`src/rtl/sdram_pd_seq.sv`:
```
module sdram_pd_seq #(
  parameter int MAX_PD_CYCLES   = 3_200_000,
  parameter int EXIT_NOP_CYCLES = 3
) (
  input  logic       clk,
  input  logic       rst_n,
  input  logic       pd_req,
  input  logic       access_busy,
  input  logic       bank_open,
  input  logic       refresh_due,
  output logic       cke,
  output logic       force_nop,
  output logic [1:0] pd_mode
);
  localparam int TW = $clog2(MAX_PD_CYCLES + 1);
  localparam int XW = $clog2(EXIT_NOP_CYCLES + 1);

  typedef enum logic [1:0] {AWAKE, SLEEP, WAKE} st_t;
  st_t st;
  logic [TW-1:0] tmr;
  logic [XW-1:0] xcnt;
  logic          open_at_entry;

  wire enter    = (st == AWAKE) && pd_req && !access_busy && !refresh_due;
  wire timeout  = (tmr == TW'(MAX_PD_CYCLES - 1));
  wire leave    = (st == SLEEP) && (!pd_req || refresh_due || timeout);
  wire wake_end = (st == WAKE) && (xcnt == XW'(EXIT_NOP_CYCLES - 1));

  always_ff @(posedge clk) begin
    if (!rst_n) begin
      st            <= AWAKE;
      tmr           <= '0;
      xcnt          <= '0;
      open_at_entry <= 1'b0;
    end else begin
      case (st)
        AWAKE: if (enter) begin
          st            <= SLEEP;
          tmr           <= '0;
          open_at_entry <= bank_open;
        end
        SLEEP: if (leave) begin
          st   <= WAKE;
          xcnt <= '0;
        end else begin
          tmr <= tmr + 1'b1;
        end
        WAKE: if (wake_end) st <= AWAKE;
              else          xcnt <= xcnt + 1'b1;
        default: st <= AWAKE;
      endcase
    end
  end

  assign cke       = (st != SLEEP);
  assign force_nop = (st != AWAKE);
  assign pd_mode   = (st != SLEEP) ? 2'd0 : (open_at_entry ? 2'd2 : 2'd1);
endmodule


```
`config.mk`:
```
export PLATFORM = sky130hd
export DESIGN_NAME = sdram_pd_seq
export DESIGN_NICKNAME = d
export VERILOG_FILES = /design/src/rtl/sdram_pd_seq.sv
export SDC_FILE = /design/constraint.sdc
export NUM_CORES = 1
export LEC_CHECK = 0
export ABC_AREA = 1
export BUFFER_PORTS_ARGS = -buffer_cell sky130_fd_sc_hd__buf_4
export CAP_MARGIN = 25
export CORE_ASPECT_RATIO = 0.9
export CORE_UTILIZATION = 43
export CTS_CLUSTER_DIAMETER = 30
export DETAILED_ROUTE_END_ITERATION = 10
export GPL_TIMING_DRIVEN = 1
export PLACE_DENSITY = 0.67
export REMOVE_ABC_BUFFERS = 1
export SETUP_SLACK_MARGIN = 0.02
export SYNTH_ARGS = -nofsm -noshare
export SYNTH_HDL_FRONTEND = slang
export SYNTH_SLANG_ARGS = --single-unit
export TNS_END_PERCENT = 1
```
`constraint.sdc`:
```
create_clock -name clk -period 4.6 [get_ports clk]
set_input_delay 1.38 -clock clk [delete_from_list [all_inputs] [get_ports clk]]
set_output_delay 1.38 -clock clk [all_outputs]
set_load 0.02 [all_outputs]
```
==> metrics.yaml, run 1 <==
synthesis:
  syn_area_per_cell_um2: 5.98
  ys_types: 25
  synth_area_um2: 1700
  syn_inst: 284
  ys_seq_elements: 27
  yosys_warnings: 0
  ys_seq_area_share_pct: 31.8
critical_path:
  arrival_ns: 1.23
  r2r_cells: 10
  cp_cell_sequence: "inv_1 -> nand2_2 -> nor2_1 -> buf_4"
  worstSetupStartpointType: "register"
  crit_type: "reg2out"
  crit_family: "simple AND/OR/NAND/NOR gates"
  crit_buf_inv: 2
  cpPeakStageDelay_ns: 0.32
  worst_ep_required_time_ns: 3.22
  path_depth: 4
  cp_slowest_cell: "dfxtp_1"
  path_max_fanout: 18
  crit_path_end_kind: "output port"
cts:
  hold_buffers: 0
  path_clk_slew_ns: 0.09
  clk_latency_ns: 0.28
  cts-root-buf: "clkbuf_8"
  clockBufferDepth: 2
  numCtsBuffers: 3
  ctsResizeCount: 0
  h-tree-depth: 1
  tritoncts: "yes"
  post_cts_buffers: 0
  numClockSinks: 27
floorplan:
  die_w_um: 68.3
  boundaryPins: 10
  fp.dieArea_um2: 4210
  die_h_um: 61.6
  initial_core_util_pct: 45.2
  num_rows: 21
  core_area_um2: 3760
cells_and_area:
  final_nets: 301
  antenna_cells: 0
  final_layout_size_suffix_gt1_share_pct: 6.85
  num-fill-cells: 408
  syn_to_final_growth_pct: 8.03
timing:
  setup_viol: 0
  max_slew_margin_pct: 60.9
  fin_tns_setup_ns: 0
  skew_ns: 0.00549
  rsz0062_at_grt: "no"
  period_needed_ns: 2.61
  worst_pin_slew_ns: 0.585
  final_hold_viol_count: 0
  slew_violations: 0
  timing.hold.ws_ns: 0.475
  setup_slack_ns: 1.99
  fmax_mhz: 383
  fin_crit_sh_pct: 56.7
outcome:
  outcome: "finished, final reports clean"
route:
  firstDrtPassIters: 5
  drtIter0Drc: 114
  avgViaCountPerCell: 4.96
  postRouteAntennaNets: 0
  post_drt_wl_per_cell_um: 11.4
  route.detailed.drc: 0
  vias: 1677
  wirelength_um: 3850
place:
  pre_cts_ws_ns: 1.84
  hpwlAfterDp_um: 2760
  io_buffers: 9
  gp_congestion: 0.880
power_and_ir_drop:
  total_power_uw: 408
  switchingPower_uw: 100
  clockPowerShare_pct: 34.5
  power_frac_comb_pct: 7.2
  vdd_drop_max_mv: 0.186
  power_density_nw_per_um2: 222
  pwr-share-seq_pct: 58.2
  leakagePower_uw: 0.000752
  p_int_uw: 308
  switching_share_pct: 24.5
worst_hold_path:
  min_path_type: "reg2reg"
  hold_depth: 2
global_route:
  antenna_found_initial: 0
  grt_overflow: 0
  grt.total_usage_pct: 21.1
  grt_max_degree: 19
  grt_pass1_vias: 1401
  grt_first_pass_wirelength_um: 6600
flow_run:
  max_cap_violations: 0
[cell usage after synthesis, drive strengths merged]
library cell   n  area, µm²
xor2           5       43.8
nor3           6       35.0
xnor2          2       17.5
a21oi         17       85.1
dfxtp         27        541
nand4          7       43.8
ha             2       25.0
nand3         30        155
o21ai          5       25.0
nor3b          1       7.51
inv           34        128
buf            3       26.3
clkinv         1       3.75
nand2         93        362
or2            1       6.26
nor2          48        188
clkbuf         2       7.51
[cell type report]
class | instances | area, µm² | area share, %
Multi-Input combinational cell | 217 | 993 | 54.1
Sequential cell | 27 | 541 | 29.4
Inverter | 35 | 131 | 7.16
Timing Repair Buffer | 9 | 67.6 | 3.68
Tap cell | 46 | 57.6 | 3.14
Clock buffer | 4 | 45.0 | 2.45
[per-stage QoR]
step,util (%),instances,area (µm²)
final,48.9,338,1840
after global routing,48.9,338,1840
after CTS,48.9,338,1840
after detailed placement,47.7,334,1790
after global placement,47.7,334,1790
after floorplan,-,279,1670
[flip-flops by register name, indices dropped and copies added, names as in the netlist]
name,cells
tmr,22
xcnt,2
open_at_entry,1
st,2
[layer usage]
layer / share of wire, % / wire (µm) / vias up / track usage (%)
li1: - / - / 910 / -
met1: 50 / 1940 / 724 / 30.7
met2: 43 / 1660 / 41 / 32.4
met3: 5.9 / 229 / 2 / 4.44
met4: 0.55 / 21 / 0 / 3.57
met5: 0 / 0 / - / 0
[logic make-up after synthesis]
logic type                 count (synthesis)  share of synthesized area (%)
AOI/OAI and AO/OA                         22                           6.48
DFF                                       27                           31.8
buffers and inverters                     40                           9.72
and+or+nand+nor                          186                           46.9
xor gates and xnor gates                   7                           3.61
adders and majority gates                  2                           1.47
[power by group through the flow]
| stage | sequential [µW] | combinational (µW) | clock [µW] |
|---|---|---|---|
| global placement | 243 | 29.8 | 0 |
| global route | 238 | 34.1 | 152 |
| floorplan | 243 | 18.3 | 0 |
| finish | 237 | 29.5 | 141 |
| CTS | 237 | 29.8 | 145 |
| detailed placement | 243 | 29.7 | 0 |
[path summary, 6_finish.rpt]
path / from / slack [ns] / end
worst max-delay path: st[1] / 1.99 / pd_mode[0]
worst min-delay path: open_at_entry / 0.48 / open_at_entry
worst max register to register: tmr[0] / 2.49 / tmr[15]
worst min register to register: open_at_entry / 0.48 / open_at_entry
[placed cells by master (no fill, tap or decap)]
| master | count |
|---|---|
| nand2_1 | 90 |
| nor2_1 | 47 |
| inv_1 | 33 |
| nand3_1 | 29 |
| dfxtp_1 | 27 |
| a21oi_1 | 17 |
| buf_4 | 9 |
| nand4_1 | 7 |
| nor3_1 | 5 |
| xor2_1 | 5 |
| o21ai_0 | 4 |
| clkbuf_8 | 3 |
| nand2_2 | 2 |
| xnor2_1 | 2 |
| ha_1 | 2 |
| clkinv_1 | 1 |
| inv_2 | 1 |
| nor3_2 | 1 |
| nand2_4 | 1 |
| nand3_2 | 1 |
| or2_2 | 1 |
| nor3b_1 | 1 |
| nor2_4 | 1 |
| o21ai_1 | 1 |
| clkbuf_1 | 1 |
[worst register-to-register path, delay by kind of cell (launching register included)]
| kind | cells | cell delay, ns |
|---|---|---|
| simple gates | 8 | 1.25 |
| buf+inv | 1 | 0.03 |
| flops | 1 | 0.50 |
| fa+ha+maj | 1 | 0.25 |
Power figures use the tool's default switching activity.
==> inputs of run 2 (changes only) <==
- clock period: 4.6 -> 2.7 ns (I/O delays scaled with it)
==> run 2 against run 1 <==
Net effect:
- global-route usage grew 1.3 points
- largest cell class unchanged
- clock-buffer cell count shrank 1
- combinational power grew 78%
- total power grew 74%
- clock skew shrank 0.0026 ns
- sequential share of layout area shrank 0.30 points
- setup slack lost 1.4 ns
- register-to-register slack lost 1.9 ns
- worst hold slack gained 0.0059 ns
- sequential power grew 71%
- highest routed layer unchanged
- final cell count grew 0.59%
==> metrics.yaml, run 2 (synthesis gave the netlist of run 1 again) <==
floorplan:
  fp.dieArea_um2: 4210
  num_rows: 21
  die_h_um: 61.6
  die_w_um: 68.3
  boundaryPins: 10
  initial_core_util_pct: 45.2
  core_area_um2: 3760
power_and_ir_drop:
  vdd_drop_max_mv: 0.270
  pwr-share-seq_pct: 57.0
  clockPowerShare_pct: 35.6
  switchingPower_uw: 184
  power_frac_comb_pct: 7.4
  p_int_uw: 525
  switching_share_pct: 26.0
  power_density_nw_per_um2: 383
  leakagePower_uw: 0.000760
global_route:
  grt_overflow: 0
  grt_max_degree: 19
  antenna_found_initial: 0
  grt_first_pass_wirelength_um: 7070
  grt_pass1_vias: 1530
  grt.total_usage_pct: 22.5
cts:
  clockBufferDepth: 2
  numCtsBuffers: 3
  cts-root-buf: "clkbuf_8"
  hold_buffers: 0
  ctsResizeCount: 0
  tritoncts: "yes"
  path_clk_slew_ns: 0.11
  h-tree-depth: 1
  post_cts_buffers: 0
  numClockSinks: 27
  clk_latency_ns: 0.28
cells_and_area:
  final_layout_size_suffix_gt1_share_pct: 7.82
  final_nets: 303
  num-fill-cells: 421
  final_cell_mix: "nand2_1 (90), nor2_1 (47), inv_1 (33), nand3_1 (29), dfxtp_1 (27)"
  largest_reg_flops: 22
  largest_register: "tmr"
  final_common_cell: "nand2_1"
  antenna_cells: 0
  largestRegisters: "tmr (22), st (2), xcnt (2)"
  layoutNonFillerInstCount: 340
  syn_to_final_growth_pct: 9.13
critical_path:
  crit_path_end_kind: "register"
  crit_start: "tmr[0]"
  worst_ep_required_time_ns: 2.89
  crit_type: "reg2reg"
  path_max_fanout: 18
  arrival_ns: 2.29
  worstSetupStartpointType: "register"
  rr_startpoint: "tmr[0]"
timing:
  fin_crit_sh_pct: 77.6
  timing.hold.ws_ns: 0.481
  max_slew_margin_pct: 69.1
  fmax_mhz: 477
  fin_tns_setup_ns: 0
  setup_viol: 0
  worst_pin_slew_ns: 0.462
  setup_slack_ns: 0.605
  period_needed_ns: 2.10
  rsz0062_at_grt: "no"
  slew_violations: 0
  final_hold_viol_count: 0
  skew_ns: 0.00289
place:
  pre_cts_ws_ns: 0.605
  io_buffers: 9
  gp_congestion: 0.897
  dp.cells: 336
  hpwlAfterDp_um: 2910
route:
  route.detailed.drc: 0
  postRouteAntennaNets: 0
  vias: 1742
  firstDrtPassIters: 4
  post_drt_wl_per_cell_um: 12.0
  avgViaCountPerCell: 5.12
  wirelength_um: 4080
  drtIter0Drc: 142
flow_run:
  max_cap_violations: 0
worst_hold_path:
  hold_start: "open_at_entry"
  min_path_type: "reg2reg"
outcome:
  outcome: "finished, final reports clean"
==> run 2: layout make-up <==
cell class	count	area (µm²)	share of cell area, %
inverters	35	131	7.09
clock inverters	1	7.51	0.405
well taps	46	57.6	3.10
multi-input cells	217	993	53.6
flip-flops and latches	27	541	29.1
repair buffers	11	82.6	4.45
clock buffers	3	41.3	2.23
==> run 2: stage by stage <==
stage | area, µm² | power [µW] | util (%)
2_1_floorplan | 1670 | 444 | -
3_3_place_gp | 1810 | 466 | 48.1
3_5_place_dp | 1810 | 467 | 48.1
4_1_cts | 1850 | 710 | 49.4
5_1_grt | 1850 | 731 | 49.4
6_report | 1850 | 710 | 49.4
==> run 2: critical path, cell delays in order, from the launching register on <==
cell and delay, ns:
dfxtp_1 0.50, ha_1 0.25, nand3_1 0.18, nor2_1 0.15, nand3_1 0.18, nand2_4 0.24, nand2_2 0.25, nand2_1 0.12
nand2_1 0.05, nand2_1 0.05, inv_1 0.03
==> run 2: per-layer routing <==
layer | GRT usage, % | up-vias | part of all wire [%]
met4 | 4.46 | 0 | 0.83
met2 | 36.6 | 38 | 45
met3 | 3.89 | 2 | 5.3
li1 | - | 911 | -
met5 | 0 | - | 0
met1 | 31.2 | 791 | 49
==> run 2: worst paths after layout <==
path,to,slack [ns],depth (start not counted)
min,open_at_entry,0.48,2
min reg2reg,open_at_entry,0.48,2
max reg2reg,tmr[15],0.60,10
max,tmr[15],0.60,10
==> run 2: power by group through the flow <==
| stage | logic, µW | clock network, µW | registers [µW] |
|---|---|---|---|
| 6_report | 52.4 | 253 | 405 |
| 5_1_grt | 60.3 | 266 | 405 |
| 4_1_cts | 52.8 | 252 | 405 |
| 3_5_place_dp | 52.9 | 0 | 414 |
| 3_3_place_gp | 52.4 | 0 | 414 |
| 2_1_floorplan | 31.1 | 0 | 413 |
